===== src/rtl/idx_agen_pkg.sv =====
package idx_agen_pkg;
  typedef struct packed {
    logic narrow;
    logic wrap16;
    logic gate_en;
  } agen_mode_t;
endpackage


===== src/rtl/idx_shape.sv =====
module idx_shape #(
  parameter int OFS_W    = 16,
  parameter int NARROW_W = 8
) (
  input  logic             narrow_i,
  input  logic [OFS_W-1:0] index_i,
  output logic [OFS_W-1:0] index_o
);
  localparam int PAD_W = OFS_W - NARROW_W;

  always_comb begin
    if (narrow_i) index_o = {{PAD_W{1'b0}}, index_i[NARROW_W-1:0]};
    else          index_o = index_i;
  end


  always_comb begin
    narrow_hi_chk: assert (!narrow_i || index_o[OFS_W-1:NARROW_W] == '0);
  end
endmodule


===== src/rtl/bank_sum.sv =====
module bank_sum #(
  parameter int BANK_W = 8,
  parameter int OFS_W  = 16,
  localparam int ADDR_W = BANK_W + OFS_W
) (
  input  logic [BANK_W-1:0] bank_i,
  input  logic [OFS_W-1:0]  operand_i,
  input  logic [OFS_W-1:0]  index_i,
  output logic [ADDR_W-1:0] full_o,
  output logic [ADDR_W-1:0] wrapped_o,
  output logic              carry_o,
  output logic              cross_o
);
  function automatic logic [ADDR_W-1:0] full_add(
    input logic [BANK_W-1:0] b, input logic [OFS_W-1:0] o, input logic [OFS_W-1:0] x);
    return {b, {OFS_W{1'b0}}} + {{BANK_W{1'b0}}, o} + {{BANK_W{1'b0}}, x};
  endfunction

  function automatic logic [OFS_W:0] low_add(
    input logic [OFS_W-1:0] o, input logic [OFS_W-1:0] x);
    return {1'b0, o} + {1'b0, x};
  endfunction

  logic [OFS_W:0] low_sum;

  always_comb begin
    low_sum   = low_add(operand_i, index_i);
    full_o    = full_add(bank_i, operand_i, index_i);
    wrapped_o = {bank_i, low_sum[OFS_W-1:0]};
    carry_o   = low_sum[OFS_W];
    cross_o   = full_o[ADDR_W-1:OFS_W] != bank_i;
  end


  always_comb begin
    carry_cross_chk: assert (carry_o == cross_o);
  end
endmodule


===== src/rtl/hi_gate.sv =====
module hi_gate #(
  parameter int BANK_W = 8,
  parameter int OFS_W  = 16,
  localparam int ADDR_W = BANK_W + OFS_W
) (
  input  logic              emu_i,
  input  logic              gate_en_i,
  input  logic [ADDR_W-1:0] addr_i,
  output logic [ADDR_W-1:0] addr_o,
  output logic              masked_o
);
  always_comb begin
    masked_o = emu_i & gate_en_i;
    addr_o   = masked_o ? {{BANK_W{1'b0}}, addr_i[OFS_W-1:0]} : addr_i;
  end
endmodule


===== src/rtl/idx_bank_agen.sv =====
module idx_bank_agen #(
  parameter int BANK_W   = 8,
  parameter int OFS_W    = 16,
  parameter int NARROW_W = 8,
  localparam int ADDR_W  = BANK_W + OFS_W
) (
  input  logic              clk,
  input  logic              rst,
  input  logic              strobe_i,
  input  logic [BANK_W-1:0] bank_i,
  input  logic [OFS_W-1:0]  operand_i,
  input  logic [OFS_W-1:0]  index_i,
  input  logic              idx_narrow_i,
  input  logic              emu_i,
  input  logic              wrap16_i,
  input  logic              hi_gate_en_i,
  output logic [ADDR_W-1:0] addr_o,
  output logic              cross_o
);
  import idx_agen_pkg::*;

  agen_mode_t        mode;
  logic              emu_q;
  logic [OFS_W-1:0]  idx_eff;
  logic [ADDR_W-1:0] sum_full, sum_wrap, sum_pick, sum_gated;
  logic              sum_carry, sum_cross, gate_hit;

  assign mode = '{narrow: idx_narrow_i, wrap16: wrap16_i, gate_en: hi_gate_en_i};

  always_ff @(posedge clk) begin
    if (rst) emu_q <= 1'b1;
    else     emu_q <= emu_i;
  end

  idx_shape #(.OFS_W(OFS_W), .NARROW_W(NARROW_W)) u_shape (
    .narrow_i(mode.narrow), .index_i(index_i), .index_o(idx_eff));

  bank_sum #(.BANK_W(BANK_W), .OFS_W(OFS_W)) u_sum (
    .bank_i(bank_i), .operand_i(operand_i), .index_i(idx_eff),
    .full_o(sum_full), .wrapped_o(sum_wrap), .carry_o(sum_carry), .cross_o(sum_cross));

  assign sum_pick = mode.wrap16 ? sum_wrap : sum_full;

  hi_gate #(.BANK_W(BANK_W), .OFS_W(OFS_W)) u_gate (
    .emu_i(emu_q), .gate_en_i(mode.gate_en), .addr_i(sum_pick),
    .addr_o(sum_gated), .masked_o(gate_hit));

  always_ff @(posedge clk) begin
    if (rst) begin
      addr_o  <= '0;
      cross_o <= 1'b0;
    end else if (strobe_i) begin
      addr_o  <= sum_gated;
      cross_o <= sum_cross;
    end
  end


  hold_chk: assert property (@(posedge clk) disable iff (rst)
    !strobe_i |=> ($stable(addr_o) && $stable(cross_o)));


  gate_zero_chk: assert property (@(posedge clk) disable iff (rst)
    (strobe_i && gate_hit) |=> addr_o[ADDR_W-1:OFS_W] == '0);


  wrap_bank_chk: assert property (@(posedge clk) disable iff (rst)
    (strobe_i && wrap16_i && !gate_hit) |=> addr_o[ADDR_W-1:OFS_W] == $past(bank_i));


  cross_flag_chk: assert property (@(posedge clk) disable iff (rst)
    (strobe_i && !wrap16_i && !gate_hit) |=>
      cross_o == (addr_o[ADDR_W-1:OFS_W] != $past(bank_i)));


  carry_pass_chk: assert property (@(posedge clk) disable iff (rst)
    (strobe_i && sum_carry) |=> cross_o);


  emu_reset_chk: assert property (@(posedge clk) rst |=> emu_q);


  reset_clear_chk: assert property (@(posedge clk) rst |=> (addr_o == '0 && !cross_o));
endmodule


===== config.mk =====
export PLATFORM = sky130hd
export DESIGN_NAME = idx_bank_agen
export DESIGN_NICKNAME = d
export VERILOG_FILES = /design/src/rtl/idx_agen_pkg.sv /design/src/rtl/idx_shape.sv /design/src/rtl/bank_sum.sv /design/src/rtl/hi_gate.sv /design/src/rtl/idx_bank_agen.sv
export SDC_FILE = /design/constraint.sdc
export NUM_CORES = 1
export LEC_CHECK = 0
export ABC_AREA = 1
export BUFFER_PORTS_ARGS = -buffer_cell sky130_fd_sc_hd__buf_2
export CAP_MARGIN = 40
export CORE_MARGIN = 1
export CORE_UTILIZATION = 41
export CTS_BUF_LIST = sky130_fd_sc_hd__clkbuf_2
export DETAILED_ROUTE_END_ITERATION = 12
export PLACE_DENSITY = 0.68
export REMOVE_ABC_BUFFERS = 1
export SYNTH_ARGS = -nofsm -noshare
export SYNTH_HDL_FRONTEND = slang
export SYNTH_HIERARCHICAL = 1
export SYNTH_SLANG_ARGS = --single-unit

===== constraint.sdc =====
create_clock -name clk -period 3.25 [get_ports clk]
set_input_delay 0.65 -clock clk [delete_from_list [all_inputs] [get_ports clk]]
set_output_delay 0.65 -clock clk [all_outputs]
set_load 0.1 [all_outputs]

After elaboration in Yosys (flattened, before gate mapping) --
Cells that the tools add are included.
Cells by class: div/mod/pow operators 0, multiply operators 0, shifts and indexed selects 0, magnitude comparators 0, bitwise gates (word level) 1, equal/unequal tests 1, $add $sub $neg 3, muxes and demuxes 3, reductions and logical operators 0
Operators by type and width (number):
- 24-bit by 16-bit adder with 24-bit output | 2
- 24-bit two-way mux | 2
- 16-bit adder | 1
- 16-bit two-way mux | 1
- 8-bit inequality test | 1
- 1-bit AND | 1
Word-level totals: memories 0, ROM bits 0, bits of input ports 47, logic and storage cells 11, RAM bits 0, output and inout bits 25, latch bits 0, flip-flop bits (word level) 26

Logic depth before layout (Yosys ltp) --
word-level depth 4, mapped depth 21, mapped depth without buffers 21

Modules after synthesis --
Netlist, hierarchy kept.
Modules (own cells, without submodules):
- bank_sum | instances 1, sequential area each 0.0 um^2, area an instance 1709.1 um^2, cells an instance 332
- idx_bank_agen | instances 1, sequential area each 520.5 um^2, area an instance 1460.2 um^2, cells an instance 238
- hi_gate | instances 1, sequential area each 0.0 um^2, area an instance 252.7 um^2, cells an instance 36
- idx_shape | instances 1, sequential area each 0.0 um^2, area an instance 131.4 um^2, cells an instance 25

Least setup slack after synthesis --
No wires, ideal clock.
path type input -> register, start in index_i[0], end reg addr_o[12], data arrival time 2.429 ns, required time 3.132 ns, buffers on the path 3, cell stages on the path 18, library setup time 0.118 ns, path slack 0.703 ns, cells stage by stage buf_4 > ha_1 > fa_1 > nand2_1 > nand2_1 > nand2_2 > inv_1 > nand2_1 > nand2_1 > xor2_1 > buf_4 > nand2_1 > o21ai_0 > buf_4 > inv_1 > nand2_1 > nand2_1 > nor2_1
Between the ends: longest elaborated chain between the ends 4, elaborated cells between the ends (all ways) 5, those cells by class add/sub (2); mux (3)
RTL lines:
- start, declared | line idx_bank_agen.sv:12 | input logic [OFS_W-1:0] index_i,
- 16-bit two-way mux | line idx_shape.sv:12 | if (narrow_i) index_o = {{PAD_W{1'b0}}, index_i[NARROW_W-1:0]};
- 24-bit by 16-bit adder with 24-bit output | line bank_sum.sv:16 | return {b, {OFS_W{1'b0}}} + {{BANK_W{1'b0}}, o} + {{BANK_W{1'b0}}, x};
- net sum_full[12] | line idx_bank_agen.sv:25 | logic [ADDR_W-1:0] sum_full, sum_wrap, sum_pick, sum_gated;
- 24-bit two-way mux | line idx_bank_agen.sv:42 | assign sum_pick = mode.wrap16 ? sum_wrap : sum_full;
- net sum_pick[12] | line idx_bank_agen.sv:25
- 24-bit two-way mux | line hi_gate.sv:14 | addr_o = masked_o ? {{BANK_W{1'b0}}, addr_i[OFS_W-1:0]} : addr_i;
- net sum_gated[12] | line idx_bank_agen.sv:25
- end signal, assigned | line idx_bank_agen.sv:53 | addr_o <= sum_gated;
- end, declared | line idx_bank_agen.sv:17 | output logic [ADDR_W-1:0] addr_o,
The timed path passes the listed nets, and every way through them passes these cells. A chain may end at the register's enable or synchronous reset.

Final worst setup path --
start in operand_i[0], end reg addr_o[22]
Between the ends: longest elaborated chain between the ends 4
RTL lines:
- start, declared | line idx_bank_agen.sv:11 | input logic [OFS_W-1:0] operand_i,
- 24-bit by 16-bit adder with 24-bit output (2 in series) | line bank_sum.sv:16
- net sum_full[22] | line idx_bank_agen.sv:25
- 24-bit two-way mux | line idx_bank_agen.sv:42
- net sum_pick[22] | line idx_bank_agen.sv:25
- 24-bit two-way mux | line hi_gate.sv:14
- net sum_gated[22] | line idx_bank_agen.sv:25
The timed path passes the listed nets, and every way through them passes these cells.

==> results.json <==
{
  "status": "finished, final reports clean",
  "ant_nets": 0,
  "irDropWorstVdd_uv": 117,
  "r2r_slack_ns": 2.20,
  "rsz0062_at_grt": "false",
  "critPathMaxStageDelay_ns": 0.47,
  "vias_per_cell": 4.29,
  "placed_cell_area_um2": 3500,
  "worstSkewPairLatency_ns": 0.34,
  "drt_wl_total_um": 7280,
  "path_clk_slew_ns": 0.24,
  "fmax_ghz": 0.422,
  "clockBufferDepth": 2,
  "setup_tns_ns": 0,
  "cts_tree": "done",
  "n_antenna_cell": 0,
  "wl_per_cell_um": 9.78,
  "path_cells": "buf_2, ha_1, fa_1, nand2_1, nand2_1, nand3_1, nand2_1, nand2_1, nand4_1, nand2_1, inv_1, o21ai_0, inv_1, a21oi_2, inv_1, nand2_1, nand2_1, nor2_1",
  "crit_buf_inv": 4,
  "hold_violations": 0,
  "cts.root.buffer_cell": "clkbuf_2",
  "antenna_found_initial": 0,
  "cp-start-kind": "input pin",
  "syn_area_per_cell_um2": 5.63,
  "syn_area_um2": 3540,
  "cp_max_fo": 4,
  "cap_violations": 0,
  "dp_hpwl_um": 6220,
  "setup_slack_ns": 0.881,
  "worst_setup_path_end_kind": "flop",
  "drtIter0Drc": 78,
  "port_buffers": 71,
  "first_global_vias": 2847,
  "crit_top_cell": "nand2_1",
  "cp.required_ns": 3.56,
  "vias": 3199,
  "cts_buffers": 3,
  "hold_buffers": 0,
  "placementRows": 33,
  "grt_usage_pct": 17.1,
  "cts_resized": 0,
  "nNetsFinal": 705,
  "slew_headroom_pct": 45.1,
  "post-route-util_pct": 42.4,
  "clock_skew_ns": 0.00173,
  "pin_count": 72,
  "drive_above_1_share_pct": 19.1,
  "cellPowerDensity_nw_per_um2": 323,
  "slew_viol_final": 0,
  "cts_max_level": 1,
  "core_area_um2": 8300,
  "min_period_ns": 2.37,
  "drc": 0,
  "grt_max_degree": 51,
  "leakagePower_nw": 2.23,
  "floorplan.initialDensity_pct": 42.7,
  "gp_congestion": 0.890,
  "dieWidth_um": 95.0,
  "stdcell_area_um2": 3520,
  "timing.final.crit_share_pct": 72.9,
  "firstDrtPassIters": 4,
  "grt-ovfl-total": 0,
  "grt_pass1_wl_um": 12400,
  "p_total_w": 0.00114,
  "cp_top_family": "simple AND/OR/NAND/NOR gates",
  "postCtsSetupBuffers": 0,
  "synth-warning-count": 6,
  "syn_inst": 629,
  "clock_sinks": 26,
  "setup_viol": 0,
  "crit_arrival_ns": 2.68,
  "pre_cts_ws_ns": 0.488,
  "min_path_type": "in -> reg",
  "tightestPinTransition_ns": 0.824,
  "die_h_um": 95.0,
  "worstSetupPathType": "in -> reg",
  "syn_to_final_growth_pct": -0.635,
  "slowest_stage": "fa_1",
  "die-area_um2": 9020
}
## worst paths after layout
check	startpoint	endpoint	depth (start not counted)
max reg2reg	emu_q	addr_o[19]	5
min	emu_i	emu_q	2
max	operand_i[0]	addr_o[22]	18
min reg2reg	addr_o[3]	addr_o[3]	2
## final cells by class
type	instances	area [µm²]
fill	944	4780
multi-input combinational	409	2010
sequential	26	520
inverter	130	488
timing repair buffer	71	355
tap	105	131
clock buffer	3	15.0
clock inverter	1	3.75
## cells in the final DEF (no fill, tap or decap), types with 2 or more instances in the layout
master    instances
a21oi_1           6
a21oi_2          10
buf_2            71
clkbuf_2          3
clkinv_1          2
dfxtp_1          26
ha_1             16
inv_1           124
inv_2             5
nand2_1         208
nand2_2          11
nand3_1          20
nand4_1           6
nor2_1           74
nor2_2            9
nor2_4            2
o21ai_0          16
o21ai_1           2
o21ai_2           8
xor2_1           11
## flip-flops by register name, indices dropped and copies added, names as in the netlist
| name | flops |
|---|---|
| addr_o | 24 |
| cross_o | 1 |
| emu_q | 1 |
## power by group
group | switching, W | internal, W | total [W]
clock | 0.0000942 | 0.0000267 | 0.000121
combinational | 0.000480 | 0.000176 | 0.000657
sequential | 0.0000138 | 0.000347 | 0.000360
total | 0.000588 | 0.000550 | 0.00114
## worst reg2reg max path, stage by stage, from the launching register on
cell and delay (ns):
dfxtp_1 0.65, a21oi_2 0.10, inv_1 0.06, nand2_1 0.04, nand2_1 0.10, nor2_1 0.04
## metal layers
layer  up-vias  global-route usage (%)  routed length (µm)
met5         -                       0                   0
met4         0                    4.29                  87
met3         6                   0.966                 223
met2        49                    28.9                3270
met1      1322                    23.5                3710
li1       1822                       -                   -
## per-stage QoR
stage	hold slack, ns	cells
after detailed placement	0.462	741
after global placement	0.454	741
after CTS	0.424	745
after floorplan	0.754	565
after global routing	0.402	745
final	0.458	745
No activity file was read; power rests on OpenSTA's default activity.
